[config.mk]
export PLATFORM = sky130hd
export DESIGN_NAME = nco_wavegen
export DESIGN_NICKNAME = d
export VERILOG_FILES = /design/src/rtl/nco_pkg.sv /design/src/rtl/nco_phase_acc.sv /design/src/rtl/nco_wave_fsm.sv /design/src/rtl/nco_irq_ctrl.sv /design/src/rtl/nco_wavegen.sv
export SDC_FILE = /design/constraint.sdc
export NUM_CORES = 1
export LEC_CHECK = 0
export CORE_MARGIN = 2
export CORE_UTILIZATION = 57
export CTS_BUF_LIST = sky130_fd_sc_hd__clkbuf_4 sky130_fd_sc_hd__clkbuf_8
export CTS_CLUSTER_SIZE = 28
export DETAILED_ROUTE_END_ITERATION = 12
export PLACE_DENSITY = 0.83
export SLEW_MARGIN = 15
export SYNTH_ARGS = -nofsm -noshare
export SYNTH_HDL_FRONTEND = slang
export SYNTH_SLANG_ARGS = --single-unit
[constraint.sdc]
create_clock -name clk -period 3.34 [get_ports clk]
set_input_delay 0.334 -clock clk [delete_from_list [all_inputs] [get_ports clk]]
set_output_delay 0.334 -clock clk [all_outputs]
set_load 0.05 [all_outputs]
[src/rtl/nco_pkg.sv]
package nco_pkg;

    // Output state machine encoding
    typedef enum logic [1:0] {
        ST_OFF     = 2'd0,
        ST_IDLE    = 2'd1,
        ST_HOLD_HI = 2'd2,
        ST_PULSE   = 2'd3
    } nco_state_e;

    // Raw (pre-polarity) level for a state
    function automatic logic state_active(input nco_state_e s);
        return (s == ST_HOLD_HI) || (s == ST_PULSE);
    endfunction

endpackage

[src/rtl/nco_phase_acc.sv]
module nco_phase_acc #(
    parameter int ACC_W = 20
) (
    input  logic             clk,
    input  logic             rst_n,
    input  logic             run,
    input  logic [ACC_W-1:0] step,
    output logic [ACC_W-1:0] acc_value,
    output logic             wrap
);

    logic [ACC_W:0]   sum_ext;
    logic [ACC_W-1:0] acc_q;

    // One extra bit carries the wrap indication
    assign sum_ext = {1'b0, acc_q} + {1'b0, step};

    always_ff @(posedge clk or negedge rst_n) begin
        if (!rst_n) begin
            acc_q <= '0;
        end else if (run) begin
            acc_q <= sum_ext[ACC_W-1:0];
        end
    end

    assign wrap      = run & sum_ext[ACC_W];
    assign acc_value = acc_q;

endmodule

[src/rtl/nco_wave_fsm.sv]
module nco_wave_fsm
    import nco_pkg::*;
#(
    parameter int WSEL_W = 3,
    localparam int CNT_W = (1 << WSEL_W) - 1
) (
    input  logic              clk,
    input  logic              rst_n,
    input  logic              run,
    input  logic              pulse_mode,
    input  logic [WSEL_W-1:0] width_sel,
    input  logic              wrap,
    output logic              raw_level
);

    nco_state_e       state_q, state_d;
    logic [CNT_W-1:0] cnt_q;
    logic [CNT_W-1:0] limit;
    logic             pulse_done;
    logic             wrap_target_pulse;

    // Thermometer decode: 2^N - 1 has its low N bits set
    for (genvar b = 0; b < CNT_W; b++) begin : g_limit
        assign limit[b] = (int'(width_sel) > b);
    end

    assign pulse_done        = (cnt_q == limit);
    assign wrap_target_pulse = wrap & pulse_mode;

    // Next-state logic
    always_comb begin
        state_d = state_q;
        if (!run) begin
            state_d = ST_OFF;
        end else begin
            unique case (state_q)
                ST_OFF, ST_IDLE: begin
                    if (wrap)
                        state_d = pulse_mode ? ST_PULSE : ST_HOLD_HI;
                    else
                        state_d = ST_IDLE;
                end
                ST_HOLD_HI: begin
                    if (wrap)
                        state_d = pulse_mode ? ST_PULSE : ST_IDLE;
                end
                ST_PULSE: begin
                    if (wrap)
                        state_d = pulse_mode ? ST_PULSE : ST_IDLE;
                    else if (pulse_done)
                        state_d = ST_IDLE;
                end
                default: state_d = ST_OFF;
            endcase
        end
    end

    // State register
    always_ff @(posedge clk or negedge rst_n) begin
        if (!rst_n)
            state_q <= ST_OFF;
        else
            state_q <= state_d;
    end

    // Pulse length counter
    always_ff @(posedge clk or negedge rst_n) begin
        if (!rst_n)
            cnt_q <= '0;
        else if (wrap_target_pulse)
            cnt_q <= '0;
        else if (state_q == ST_PULSE)
            cnt_q <= cnt_q + 1'b1;
    end

    // Output decode
    always_comb begin
        raw_level = state_active(state_q);
    end

endmodule

[src/rtl/nco_irq_ctrl.sv]
module nco_irq_ctrl (
    input  logic clk,
    input  logic rst_n,
    input  logic run,
    input  logic irq_enable,
    input  logic invert,
    input  logic wrap,
    input  logic flag_clear,
    output logic irq_flag,
    output logic irq_req
);

    logic invert_q;
    logic pol_flip;
    logic set_evt;
    logic flag_q;

    assign pol_flip = invert ^ invert_q;
    assign set_evt  = wrap | (pol_flip & run & irq_enable);

    always_ff @(posedge clk or negedge rst_n) begin
        if (!rst_n) begin
            invert_q <= 1'b0;
            flag_q   <= 1'b0;
        end else begin
            invert_q <= invert;
            if (set_evt)
                flag_q <= 1'b1;
            else if (flag_clear)
                flag_q <= 1'b0;
        end
    end

    assign irq_flag = flag_q;
    assign irq_req  = flag_q & run & irq_enable;

endmodule

[src/rtl/nco_wavegen.sv]
module nco_wavegen #(
    parameter int ACC_W  = 20,
    parameter int WSEL_W = 3
) (
    input  logic              clk,
    input  logic              rst_n,
    input  logic              cfg_enable,
    input  logic              cfg_pulse_mode,
    input  logic              cfg_invert,
    input  logic [WSEL_W-1:0] cfg_width_sel,
    input  logic [ACC_W-1:0]  cfg_step,
    input  logic              cfg_irq_enable,
    input  logic              flag_clear,
    output logic              wave_out,
    output logic              level_status,
    output logic              irq_flag,
    output logic              irq_req
);

    logic [ACC_W-1:0] acc_value;
    logic             acc_wrap;
    logic             raw_level;

    nco_phase_acc #(.ACC_W(ACC_W)) u_acc (
        .clk       (clk),
        .rst_n     (rst_n),
        .run       (cfg_enable),
        .step      (cfg_step),
        .acc_value (acc_value),
        .wrap      (acc_wrap)
    );

    nco_wave_fsm #(.WSEL_W(WSEL_W)) u_fsm (
        .clk        (clk),
        .rst_n      (rst_n),
        .run        (cfg_enable),
        .pulse_mode (cfg_pulse_mode),
        .width_sel  (cfg_width_sel),
        .wrap       (acc_wrap),
        .raw_level  (raw_level)
    );

    nco_irq_ctrl u_irq (
        .clk        (clk),
        .rst_n      (rst_n),
        .run        (cfg_enable),
        .irq_enable (cfg_irq_enable),
        .invert     (cfg_invert),
        .wrap       (acc_wrap),
        .flag_clear (flag_clear),
        .irq_flag   (irq_flag),
        .irq_req    (irq_req)
    );

    // Polarity is the final stage
    assign wave_out     = raw_level ^ cfg_invert;
    assign level_status = wave_out;

endmodule

---- Word level (Yosys, flattened, before mapping) ----
Cells that the tools add are included.
Widths: inputs -> output; s select.
word-level totals
  register bits ........................... 31
  bits of input ports ..................... 30
  output and inout bits ................... 4
  word-level logic and storage cells ...... 47
cells by class
  add/sub/neg operators ................... 2
  magnitude comparators ................... 7
  equal/unequal tests ..................... 6
  multiplexer cells ....................... 12
  bitwise operators ....................... 9
  reduce and logical (&&, ||, !) cells .... 6
operators by type and width
  kind                 number
  $add 20x20->21       1
  $mux 7               2
  $mux 2               6
  $gt 3x3->1 const B   3
  $add 7x1->7 const B  1
  $eq 7x7->1           1
  $and 1x1->1          6
  $gt 3x1->1 const B   2
  $gt 3x2->1 const B   2
  $pmux 2 s3           1
  $eq 2x2->1 const B   2
  $ne 4x2->1 const B   1
  $reduce_bool 2->1    2
  $mux 1               3
  $ne 3x2->1 const B   1
  $eq 2x1->1 const B   1
  $logic_not 2->1      1
  $reduce_and 2->1     1
  $reduce_or 2->1      1
  $xor 1x1->1          2
  $logic_or 1x1->1     1
  $or 1x1->1           1

---- Longest topological paths before layout ----
  word-level depth ........................ 6
  gate-level depth with buffers ........... 9
  mapped depth without buffers ............ 8

---- Cells and area by module ----
From an unflattened synthesis, not the netlist that was laid out.
unflattened totals
  cells, all modules ...................... 276
  area total of the unflattened synthesis .. 2521.2 µm²
by module, submodules not included
  module         instances  cells an instance  area an instance (µm²)  seq. area each (µm²)
  nco_phase_acc  1          196                1788.0                  500.5
  nco_wave_fsm   1          72                 635.6                   225.2
  nco_irq_ctrl   1          6                  81.3                    50.0
  nco_wavegen    1          2                  16.3                    0.0

---- Worst setup path after synthesis ----
OpenSTA, ideal clock, no wires.
  path type ............................... reg2reg
  start ................................... register u_acc.acc_q[0], in the netlist u_acc.acc_value[0]
  end ..................................... register u_acc.acc_q[16], in the netlist u_acc.acc_value[16]
  library setup time ...................... 125 ps
  data arrival time ....................... 2204 ps
  required time ........................... 3215 ps
  path slack .............................. 1011 ps
  cell stages (with the launch flop) ...... 9
  path buffers ............................ 0
  clock period less this slack ............ 2329 ps
  cells stage by stage .................... dfrtp_1 > ha_1 > fa_1 > a21o_1 > a221o_1 > a21oi_2 > o311a_1 > xnor2_1 > mux2_2
between the ends
  word-level cells in the longest chain between the ends .. 1
ends and longest elaborated chain
  element                 line                 text
  start, declared         nco_phase_acc.sv:13  logic [ACC_W-1:0] acc_q;
  start signal, assigned  nco_phase_acc.sv:22  acc_q <= sum_ext[ACC_W-1:0];
  $add 20x20->21          nco_phase_acc.sv:16  assign sum_ext = {1'b0, acc_q} + {1'b0, step};
Every way passes these cells.
A chain may end at the register's enable or synchronous reset.

---- Worst setup path after layout ----
  start ................................... input port cfg_step[4]
  end ..................................... register u_acc.acc_q[17], in the netlist u_acc.acc_value[17]
between the ends
  word-level cells in the longest chain between the ends .. 1
ends and longest elaborated chain
  element          line                 text
  start, declared  nco_wavegen.sv:11    input logic [ACC_W-1:0] cfg_step,
  $add 20x20->21   nco_phase_acc.sv:16
Every way passes these cells.

==> impl_results.md <==
* Pin count of the biggest net entering global routing at 32
* Ys Warns at 0
* Sequential element share of the synthesized area at 32.19%
* Final TNS setup at 0 ns
* Syn Std Cell Area at 2410 um2
* Starting DRT DRC Count at 161
* Htree depth at 2
* GR Util All Layers at 24.59%
* Post-synth ARST share at 100.0%
* N_diodes at 0
* Setup CP Type: in -> reg
* Number of global-route vias before repair at 2077
* Post-synth cell types at between 40 and 50
* Detailed-route via count at roughly 2100
* Layout cells sized above 1 at 9.901%
* Synth Flop Type: dfrtp_1
* Area delta synth->final at 19.94%
* Max Fclk at 0.3575 GHz
* Pwr Density at around 910 nW/um2
* DRC at 0
* Max Slew Vio Count at 0
* Nature of the critical path endpoint: flip-flop
* First-pass GRT wire length at 9625 um
* IO Pins at 34
* Clock transition at path regs at 0.07 ns
* Hold Buf Count CTS at 0
* # setup viols final at 0
* Final clock skew at just under 0.009 ns
* FF+latch count, synth at 31
* Worst slew pin tran at 1.119 ns
* Chip Width at approximately 69 um
* Area post-placement at roughly 2800 um2
* Clock Sink Count at 31
* Drt wl/cell at 15.48 um
* RSZ-0062 raised after global routing: no
* Clock buffer depth at 2
* Outcome: complete, no violations
* Synth area leader: dfrtp_1
* Routed vias/inst at 6.011
* Synth Net Count at 322
* Max VDD drop at 536.4 uV
* Post-synth EDFFs at 0
* Row cnt at 23
* Die Y at 69.02 um
* Cells after synthesis at 270
* Crit path time final at 2.797 ns
* Crit start category: input port
* Finished Cell Area at 2890 um2
* Avg Inst Size Synth at approximately 9 um2
* Req. time, crit path at approximately 3.5 ns
* Most common cell after layout, fill and taps aside: clkdlybuf4s50_1
* Worst skew pair latency at about 0.29 ns
* Post-CTS Setup Inserts at 0
* Global route overflow at 0
* Num CTS Buffers at 5
* Final period utilization at a little over four fifths
* CTS resizes at 0
* Max_slew headroom at 23.51%
* Total of max-cap violations at 0
* Layout fillers at around 300
* Number of port buffers at 33
* R2R depth at 7
* GPL Wtd Cong at 0.8837
* DP HPWL at slightly above 4000 um
* First-pass DRT Iterations at 4
* TritonCTS clock tree: yes
* R2r startpoint: u_acc.acc_value[4]$_DFFE_PN0P_
* Die area at 4764 um2
* Root Driver: clkbuf_8
* Final Hold Violating Endpoints at 0
* Top cell type's share of synthesized area at 32.19%
* Worst path arrival time at around 3.0 ns
* Most frequent cells in the layout: clkdlybuf4s50_1 (33), dfrtp_1 (31), nand2_1 (27), nor2_1 (23), a21oi_1 (23)
* Nets at between 300 and 400
* Core area at 4029 um2
* Routed WL at about 5500 um
* Number of antenna violations at the first check in global routing at 0
* Top cells by area, synth: dfrtp_1 (32%), ha_1 (11%), mux2_2 (6.5%)
* Initial core utilization at 59.81%
* Register-to-register setup slack at between 0.6 and 0.7 ns
* Largest fanout on the critical path at 5
* Static Leakage at between 1 and 1.5 nW
* FF-to-FF End: u_acc.acc_value[17]$_DFFE_PN0P_
* Type of the most critical hold path: in -> async
* Final ANT Viol Nets at 0
-- synthesized netlist by cell type (3+ instances only) --
library cell  number
nand3b_1           3
nand4_1            5
nand3_1           12
nor2_1            23
clkbuf_1           4
dfrtp_1           31
ha_1              21
a21oi_1           23
o21ai_1            3
o211ai_1           5
and3_1             3
o21a_1             5
buf_2              3
inv_1             13
mux2_2            14
xnor2_1           16
xor2_1             6
o31ai_1            4
nand2_1           27
o21ai_0           11
a21o_1             3
-- power breakdown --
part           internal (mW)  switching, mW
Combinational          0.702          0.861
Sequential             0.545          0.124
Clock                  0.241          0.145
-- layout make-up --
class	count	area, um2	share of cell area (%)
Clock buffer	6	82.58	2.857
Clock inverter	2	35.03	1.212
Inverter	13	48.80	1.688
Multi-Input combinational cell	216	1540	53.29
Sequential cell	31	775.7	26.84
Tap cell	50	62.56	2.165
Timing Repair Buffer	35	345.3	11.95
-- how the worst max path moves through the flow --
stage                                               from                               to  slack, ns  cells past startpoint
after floorplan           u_acc.acc_value[0]$_DFFE_PN0P_  u_acc.acc_value[16]$_DFFE_PN0P_       1.01                      8
after global placement                       cfg_step[0]  u_acc.acc_value[16]$_DFFE_PN0P_       0.52                      9
after detailed placement                     cfg_step[0]       u_fsm.cnt_q[1]$_DFFE_PN0P_       0.44                      9
after CTS                                    cfg_step[0]       u_fsm.cnt_q[1]$_DFFE_PN0P_       0.74                      9
after global routing                         cfg_step[4]  u_acc.acc_value[17]$_DFFE_PN0P_       0.50                      8
final                                        cfg_step[4]  u_acc.acc_value[17]$_DFFE_PN0P_       0.54                      8
-- worst max-delay path: stages --
cell and delay (ns):
clkdlybuf4s50_1 0.42, ha_1 0.37, a21o_1 0.18, a31o_1 0.15, o21ai_1 0.14, a2111oi_0 0.99
nor3_1 0.13, o31ai_1 0.26
-- state kept, by name (all words and copies together) (netlist names) --
register,flops
u_irq.irq_flag,1
u_irq.invert_q,1
u_acc.acc_value,20
u_fsm.cnt_q,7
u_fsm.state_q,2
-- stage by stage --
stage          std cells  hold WS [ns]  util [%]  total power [mW]  setup WS [ns]
2_1_floorplan        270       0.03841         -             1.869          1.011
3_3_place_gp         345        0.4801     68.82             2.151         0.5180
3_5_place_dp         345        0.4737     68.82             2.209         0.4365
4_1_cts              353        0.4527     71.74             2.613         0.7364
5_1_grt              353        0.4948     71.74             2.836         0.4969
6_report             353        0.4345     71.74             2.619         0.5426
-- cell families after synthesis --
group | share of synthesized area, %
AND/OR/NAND/NOR | 15.37
AO/OA/AOI/OAI | 21.24
XOR/XNOR | 7.996
buffers and inverters | 3.894
flip-flops | 32.19
multiplexers | 7.580
adder cells (fa/ha/maj) | 11.73
-- routing by layer --
metal	track usage, %	wire [um]	vias to the layer above
met3	5.848	227	12
met5	0	0	-
met1	30.81	2467	1007
met2	41.88	2663	53
met4	7.625	105	0
li1	-	-	1050
Power figures use the tool's default switching activity.
